### config.mk
export PLATFORM = sky130hd
export DESIGN_NAME = sdram_powerup_seq
export DESIGN_NICKNAME = d
export VERILOG_FILES = /design/src/rtl/sdram_init_pkg.sv /design/src/rtl/sdram_init_ctrl.sv /design/src/rtl/sdram_init_cmd.sv /design/src/rtl/sdram_powerup_seq.sv
export SDC_FILE = /design/constraint.sdc
export NUM_CORES = 1
export LEC_CHECK = 0
export BUFFER_PORTS_ARGS = -buffer_cell sky130_fd_sc_hd__buf_2
export CAP_MARGIN = 20
export CORE_ASPECT_RATIO = 0.9
export CORE_UTILIZATION = 35
export CTS_BUF_LIST = sky130_fd_sc_hd__clkbuf_4 sky130_fd_sc_hd__clkbuf_8
export CTS_CLUSTER_SIZE = 10
export DETAILED_ROUTE_END_ITERATION = 10
export GPL_TIMING_DRIVEN = 0
export RECOVER_POWER = 25
export SETUP_SLACK_MARGIN = 0.3
export SLEW_MARGIN = 20
export SYNTH_ARGS = -nofsm -noshare
export SYNTH_HDL_FRONTEND = slang
export SYNTH_SLANG_ARGS = --single-unit
### constraint.sdc
create_clock -name clk -period 3.5 [get_ports clk]
set_clock_uncertainty 0.1 [all_clocks]
set_input_delay 0.525 -clock clk [delete_from_list [all_inputs] [get_ports clk]]
set_output_delay 0.525 -clock clk [all_outputs]
set_load 0.005 [all_outputs]
### src/rtl/sdram_init_pkg.sv
package sdram_init_pkg;

  typedef struct packed {
    logic issuePre;
    logic issueRef;
    logic issueLmr;
    logic finished;
  } seqStrobe_t;

  // {csN, rasN, casN, weN}
  localparam logic [3:0] CMD_NOP = 4'b0111;
  localparam logic [3:0] CMD_PRE = 4'b0010;
  localparam logic [3:0] CMD_REF = 4'b0001;
  localparam logic [3:0] CMD_LMR = 4'b0000;

  function automatic logic [2:0] burstLenCode(input int beats);
    case (beats)
      1:       return 3'b000;
      2:       return 3'b001;
      4:       return 3'b010;
      8:       return 3'b011;
      default: return 3'b111;  // 0 selects a full-page burst
    endcase
  endfunction

  function automatic bit cfgLegal(input int beats, input bit interleave,
                                  input int casLat, input int addrW);
    bit lenOk;
    lenOk = (beats == 1) || (beats == 2) || (beats == 4) || (beats == 8) ||
            ((beats == 0) && !interleave);
    return lenOk && ((casLat == 2) || (casLat == 3)) && (addrW >= 12);
  endfunction

endpackage

### src/rtl/sdram_init_ctrl.sv
module sdram_init_ctrl
  import sdram_init_pkg::*;
#(
  parameter int SETTLE_CYCLES = 10000,
  parameter int PRECH_GAP     = 2,
  parameter int REFRESH_GAP   = 7,
  parameter int MRD_GAP       = 2
) (
  input  logic       clk,
  input  logic       rstN,
  output seqStrobe_t strobe
);

  localparam int MAX_A    = (SETTLE_CYCLES > PRECH_GAP) ? SETTLE_CYCLES : PRECH_GAP;
  localparam int MAX_B    = (REFRESH_GAP > MRD_GAP) ? REFRESH_GAP : MRD_GAP;
  localparam int MAX_WAIT = (MAX_A > MAX_B) ? MAX_A : MAX_B;
  localparam int CNT_W    = $clog2(MAX_WAIT + 1);

  typedef enum logic [2:0] {
    PH_SETTLE, PH_PRE, PH_REF1, PH_REF2, PH_LMR, PH_DONE
  } phase_t;

  phase_t           phase, phaseNext;
  logic [CNT_W-1:0] cnt;
  logic [CNT_W-1:0] limit;

  // Each phase lasts exactly its limit+1 clocks; the command strobe fires in its first clock.
  always_comb begin
    limit     = '0;
    phaseNext = phase;
    case (phase)
      PH_SETTLE: begin limit = CNT_W'(SETTLE_CYCLES - 1); phaseNext = PH_PRE;  end
      PH_PRE:    begin limit = CNT_W'(PRECH_GAP - 1);     phaseNext = PH_REF1; end
      PH_REF1:   begin limit = CNT_W'(REFRESH_GAP - 1);   phaseNext = PH_REF2; end
      PH_REF2:   begin limit = CNT_W'(REFRESH_GAP - 1);   phaseNext = PH_LMR;  end
      PH_LMR:    begin limit = CNT_W'(MRD_GAP - 1);       phaseNext = PH_DONE; end
      default:   begin limit = '0;                        phaseNext = PH_DONE; end
    endcase
  end

  always_ff @(posedge clk or negedge rstN) begin
    if (!rstN) begin
      phase <= PH_SETTLE;
      cnt   <= '0;
    end else if (phase != PH_DONE) begin
      if (cnt == limit) begin
        phase <= phaseNext;
        cnt   <= '0;
      end else begin
        cnt <= cnt + 1'b1;
      end
    end
  end

  logic atStart;
  assign atStart = (cnt == '0);

  always_comb begin
    strobe.issuePre = (phase == PH_PRE) && atStart;
    strobe.issueRef = ((phase == PH_REF1) || (phase == PH_REF2)) && atStart;
    strobe.issueLmr = (phase == PH_LMR) && atStart;
    strobe.finished = (phase == PH_DONE);
  end

endmodule

### src/rtl/sdram_init_cmd.sv
module sdram_init_cmd
  import sdram_init_pkg::*;
#(
  parameter int                ADDR_W    = 12,
  parameter int                BANK_W    = 2,
  parameter logic [ADDR_W-1:0] MODE_WORD = '0
) (
  input  logic              clk,
  input  logic              rstN,
  input  seqStrobe_t        strobe,
  output logic              memCke,
  output logic              memCsN,
  output logic              memRasN,
  output logic              memCasN,
  output logic              memWeN,
  output logic [BANK_W-1:0] memBank,
  output logic [ADDR_W-1:0] memAddr,
  output logic              initDone
);

  localparam int ALL_BANKS_BIT = 10;

  logic [3:0]        cmdQ, cmdD;
  logic [ADDR_W-1:0] addrQ, addrD;
  logic              doneQ;

  always_comb begin
    cmdD  = CMD_NOP;
    addrD = '0;
    if (strobe.issuePre) begin
      cmdD                 = CMD_PRE;
      addrD[ALL_BANKS_BIT] = 1'b1;
    end else if (strobe.issueRef) begin
      cmdD = CMD_REF;
    end else if (strobe.issueLmr) begin
      cmdD  = CMD_LMR;
      addrD = MODE_WORD;
    end
  end

  always_ff @(posedge clk or negedge rstN) begin
    if (!rstN) begin
      cmdQ  <= CMD_NOP;
      addrQ <= '0;
      doneQ <= 1'b0;
    end else begin
      cmdQ  <= cmdD;
      addrQ <= addrD;
      doneQ <= strobe.finished;
    end
  end

  assign memCke   = 1'b1;
  assign {memCsN, memRasN, memCasN, memWeN} = cmdQ;
  assign memBank  = '0;
  assign memAddr  = addrQ;
  assign initDone = doneQ;

endmodule

### src/rtl/sdram_powerup_seq.sv
module sdram_powerup_seq
  import sdram_init_pkg::*;
#(
  parameter int SETTLE_CYCLES    = 10000,
  parameter int PRECH_GAP        = 2,
  parameter int REFRESH_GAP      = 7,
  parameter int MRD_GAP          = 2,
  parameter int BURST_BEATS      = 8,
  parameter bit BURST_INTERLEAVE = 1'b0,
  parameter int CAS_LATENCY      = 3,
  parameter bit WRITE_SINGLE     = 1'b0,
  parameter int ADDR_W           = 12,
  parameter int BANK_W           = 2
) (
  input  logic              clk,
  input  logic              rstN,
  output logic              memCke,
  output logic              memCsN,
  output logic              memRasN,
  output logic              memCasN,
  output logic              memWeN,
  output logic [BANK_W-1:0] memBank,
  output logic [ADDR_W-1:0] memAddr,
  output logic              initDone
);

  localparam logic [2:0]        CAS_CODE = (CAS_LATENCY == 3) ? 3'b011 : 3'b010;
  localparam logic [2:0]        LEN_CODE = burstLenCode(BURST_BEATS);
  localparam logic [11:0]       MODE12   = {2'b00, WRITE_SINGLE, 2'b00, CAS_CODE,
                                            BURST_INTERLEAVE, LEN_CODE};
  localparam logic [ADDR_W-1:0] MODE_WORD = ADDR_W'(MODE12);

  if (!cfgLegal(BURST_BEATS, BURST_INTERLEAVE, CAS_LATENCY, ADDR_W)) begin : g_badCfg
    $error("sdram_powerup_seq: reserved burst length, ordering or latency selected");
  end

  seqStrobe_t strobe;

  sdram_init_ctrl #(
    .SETTLE_CYCLES(SETTLE_CYCLES),
    .PRECH_GAP    (PRECH_GAP),
    .REFRESH_GAP  (REFRESH_GAP),
    .MRD_GAP      (MRD_GAP)
  ) u_ctrl (
    .clk   (clk),
    .rstN  (rstN),
    .strobe(strobe)
  );

  sdram_init_cmd #(
    .ADDR_W   (ADDR_W),
    .BANK_W   (BANK_W),
    .MODE_WORD(MODE_WORD)
  ) u_cmd (
    .clk     (clk),
    .rstN    (rstN),
    .strobe  (strobe),
    .memCke  (memCke),
    .memCsN  (memCsN),
    .memRasN (memRasN),
    .memCasN (memCasN),
    .memWeN  (memWeN),
    .memBank (memBank),
    .memAddr (memAddr),
    .initDone(initDone)
  );

endmodule

======== Word level (Yosys, flattened, before mapping) ========
Index checks and enable logic that the tools add are counted.
Widths: inputs -> output; s select.
word-level totals
  flip-flop bits (word level) ............. 33
  input bits .............................. 2
  output and inout bits ................... 20
  logic and storage cells ................. 32
operators by class
  $add $sub $neg .......................... 1
  equal/unequal tests ..................... 7
  multiplexer cells ....................... 10
  reduce and logical (&&, ||, !) cells .... 9
operators with widths
  cell                   count
  $pmux 14 s3            1
  $mux 6                 3
  $add 14x1->14 const B  1
  $eq 14x14->1           1
  $logic_not 14->1       1
  $mux 14                1
  $pmux 3 s4             1
  $mux 4                 2
  $eq 3x2->1 const B     2
  $eq 3x3->1 const B     2
  $reduce_or 2->1        2
  $eq 3x1->1 const B     1
  $logic_and 1x1->1      3
  $logic_not 3->1        1
  $mux 3                 1
  $ne 3x3->1 const B     1
  $reduce_and 2->1       1
  $logic_or 1x1->1       1
  $mux 1                 1

======== Depth between registers and ports, before layout ========
  depth after elaboration ................. 5
  gate-level depth with buffers ........... 6
  depth with buffers taken out ............ 5

======== Hierarchy ========
A second synthesis with hierarchy kept.
second synthesis, totals
  cells, all modules ...................... 138
  area total of the unflattened synthesis .. 1,322.5 µm²
by module, submodules not included
  module           instances  cells an instance  area an instance (µm²)  sequential area each (µm²)
  sdram_init_ctrl  1          111                1,018.5                 425.4
  sdram_init_cmd   1          27                 304.0                   153.9

======== Least setup slack after synthesis ========
No wires, ideal clock.
  path type ............................... flip-flop to flip-flop
  start point ............................. register u_ctrl.cnt[7]
  end point ............................... register u_ctrl.phase[0]
  setup time .............................. 0.128 ns
  data arrival time ....................... 1.699 ns
  required time ........................... 3.272 ns
  path slack .............................. 1.574 ns
  stages on the path, launching flop included .. 6
  buffers on the path ..................... 0
  period minus slack after synthesis ...... 1.926 ns
  cell sequence ........................... dfrtp_1 > or4_4 > nor3_4 > o211ai_4 > nor2_4 > mux2_1
on the way
  word-level cells in the longest chain between the ends .. 2
RTL lines
  what                        line                   RTL
  start, declared             sdram_init_ctrl.sv:24  logic [CNT_W-1:0] cnt;
  start signal, assigned      sdram_init_ctrl.sv:50  cnt <= cnt + 1'b1;
  $eq 14x14->1                sdram_init_ctrl.sv:46  if (cnt == limit) begin
  $reduce_and 2->1 (no line)  --
  end signal, assigned        sdram_init_ctrl.sv:47  phase <= phaseNext;
  end, declared               sdram_init_ctrl.sv:23  phase_t phase, phaseNext;
Every way passes these cells.
A chain may end at the register's enable or synchronous reset.

======== Final worst setup path ========
Same ends and word-level chain as after synthesis.

==> flow_metrics.tcl <==
set metrics [dict create \
    grt_pass1_wl_um 4100 \
    wl_met3_um 111 \
    ys_ff_latch 23 \
    drc_errors 0 \
    synth_compound_area_share_pct 10.7 \
    root_buffer "sky130_fd_sc_hd__clkbuf_8" \
    max_slew_margin_pct 20.2 \
    run_status "finished clean" \
    regToRegSetupSlack_ns 1.37 \
    cts_max_level 1 \
    regToRegEndpoint "u_ctrl.phase[0]" \
    timing.critical_path.fanout_max 9 \
    setup_violations_final 0 \
    synth_top_area_cell "sky130_fd_sc_hd__dfrtp_1" \
    io-pin-count 22 \
    layout-drive-gt1-share_pct 29.1 \
    wire_per_inst_um 11.8 \
    detail_route.wirelength.met1_um 1110 \
    critical_path.startpoint "u_ctrl.cnt[7]" \
    synth.yosys.seq_area_share_pct 42.9 \
    worst_ep_required_time_ns 3.55 \
    dr_wl_met2_um 1140 \
    grt_use_total_pct 14.0 \
    grt_overflow 0 \
    drt_iter0_markers 33 \
    path_clk_slew_ns 0.08 \
    power.static_leakage_nw 0.713 \
    criticalPathCategory "register to register" \
    synthTopCellsByArea "sky130_fd_sc_hd__dfrtp_1, sky130_fd_sc_hd__buf_4, sky130_fd_sc_hd__dfstp_2" \
    max-cap-violations 0 \
    crit_path_end_kind "register" \
    timing_hold_violations_final 0 \
    fin_nets 163 \
    ys.flop_type "sky130_fd_sc_hd__dfrtp_1" \
    routed.top_layer "met4" \
    area_of_the_multi_input_gates_um2 629 \
    finalWeightedCongestion 0.744 \
    async_sr_flop_fraction_pct 100 \
    post-synth-top-count-cell "sky130_fd_sc_hd__dfrtp_1" \
    fillers 358 \
    portBuffers 10 \
    grt_max_degree 24 \
    synthesis.instances 135 \
    placed_cell_area_um2 1490 \
    worst_skew_pair.late_latency_ns 0.27 \
    start_util_pct 36.4 \
    num_vias 950 \
    hpwl_um 1760 \
    synth.top_cells.by_count "sky130_fd_sc_hd__dfrtp_1, sky130_fd_sc_hd__buf_4, sky130_fd_sc_hd__nor2_1, sky130_fd_sc_hd__a21oi_1, sky130_fd_sc_hd__nand2_1" \
    yosysUniqueCellTypes 47 \
    storage_cell_area_um2 579 \
    syn-cell-area_um2 1350 \
    floorplan.die_area_um2 4110 \
    yosysWarningCount 0 \
    grt_antenna_before_repair 0 \
    rows 21 \
    synth_top_area_share_pct 37.1 \
    rr_worst_depth 5 \
    cts-buffers-inserted 3 \
    drt-pass1-iter-count 4 \
    floorplan.die.width_um 67.4 \
    finalSetupTns_ns 0 \
    min_path_type "input port to async pin" \
    number_of_nets_with_antenna_violations_after_routing 0 \
    power_per_cell_area_nw_per_um2 293 \
    arrival_worst_endpoint_ns 2.19 \
    simple_gate_share_of_the_synthesized_area_pct 22.3 \
    antenna_cells 0 \
    post_cts.resized_instances 0 \
    cts_tree "built" \
    synth_adder_area_share_pct 1.86 \
    via_count_of_the_first_global_routing_pass 877 \
    detail_route.wirelength_um 2410 \
    coreArea_um2 3700 \
    cts.path.max_buffers 2 \
    worstMarginPinSlew_ns 1.20 \
    rsz0062_at_grt "no" \
    syn2layout_area_growth_pct 13.8 \
    vias_per_cell 4.66 \
    count_of_final_max_slew_check_failures 0 \
    fmax_mhz 469 \
    crit-reg2reg-launch "u_ctrl.cnt[7]" \
    synth.area.mux_share_pct 1.67 \
    worst_ir_drop_vdd_uv 156 \
    synth_xor_xnor_area_share_pct 7.14 \
    synth_enable_flop_cells 0 \
    post_cts_hold_buffer_count 0 \
    tritoncts_num_sinks 23 \
    finalCriticalPeriod_ns 2.13 \
    post_cts_buffers 0 \
    vertical_die_dimension_um 60.9 \
    power_mw 0.450 \
    synth.avg_cell_area_um2 9.99 \
    setup.worst_path.start_class "register" \
    period_share_pct 61.0 \
    worst_setup_path_endpoint "u_ctrl.phase[0]" \
    synth_top_family_by_area "simple AND/OR/NAND/NOR gates" \
    final_cell_area_um2 1540 \
]
flip-flops by register name, summed over array words and instances, names as in the netlist:
signal          count
u_ctrl.phase        3
u_cmd.cmdQ          3
u_cmd.memAddr       2
u_cmd.initDone      1
u_ctrl.cnt         14
per-stage QoR:
step                hold slack [ns]  setup slack (ns)  utilization, %  std cells
floorplan                     0.129              1.57               -        144
global placement              0.386              1.40            40.2        200
detailed placement            0.391              1.38            40.2        200
CTS                           0.132              1.35            41.5        204
global route                  0.435              1.27            41.4        204
finish                        0.378              1.37            41.4        204
area by class of cell:
type / count / share of cell area [%]
clock buffers: 3 / 2.69
well taps: 46 / 3.75
clock inverters: 1 / 0.326
flip-flops and latches: 23 / 37.7
inverters: 6 / 1.47
multi-input cells: 95 / 41.0
repair buffers: 10 / 3.18
plain buffers: 20 / 9.86
cell usage in the layout (no fill, tap or decap), drive strengths merged, types with 4 or more instances in the layout:
master / count
inv: 6
nor2: 11
clkbuf: 6
nand3: 4
xnor2: 5
conb: 11
nor3: 4
a21oi: 8
dfrtp: 20
xor2: 6
buf: 27
nand2: 7
worst min path at each step:
| stage | from | endpoint | slack, ns | depth (start not counted) |
|---|---|---|---|---|
| global placement | u_ctrl.cnt[12] | u_ctrl.cnt[12] | 0.39 | 1 |
| global route | u_ctrl.cnt[12] | u_ctrl.cnt[12] | 0.43 | 1 |
| CTS | rstN | u_cmd.initDone | 0.13 | 1 |
| floorplan | rstN | u_cmd.initDone | 0.13 | 0 |
| finish | rstN | u_cmd.memAddr[5] | 0.38 | 1 |
| detailed placement | u_ctrl.cnt[12] | u_ctrl.cnt[12] | 0.39 | 1 |
worst max-delay path, cell delays in order, from the launching register on:
cell,delay [ns]
sky130_fd_sc_hd__dfrtp_1,0.45
sky130_fd_sc_hd__or4_4,0.54
sky130_fd_sc_hd__nor3_4,0.20
sky130_fd_sc_hd__o211ai_4,0.14
sky130_fd_sc_hd__nor2_4,0.24
sky130_fd_sc_hd__mux2_1,0.35
metal layers:
metal | GRT usage (%) | vias up
li1 | - | 482
met1 | 17.8 | 445
met2 | 20.7 | 19
met3 | 4.14 | 4
met4 | 9.12 | 0
met5 | 0 | -
power by group:
part           internal [mW]  switching (mW)
sequential             0.266               0
combinational        0.00787         0.00913
clock                 0.0796          0.0876
cells by family (layout without fill, tap and decap cells):
group,after synthesis,after routing
fa+ha+maj,2,2
mux,2,2
simple gates,49,49
other cells,2,11
compound gates,20,20
xor+xnor,11,11
buf+inv,26,40
flops,23,23
No activity file was read; power rests on OpenSTA's default activity.
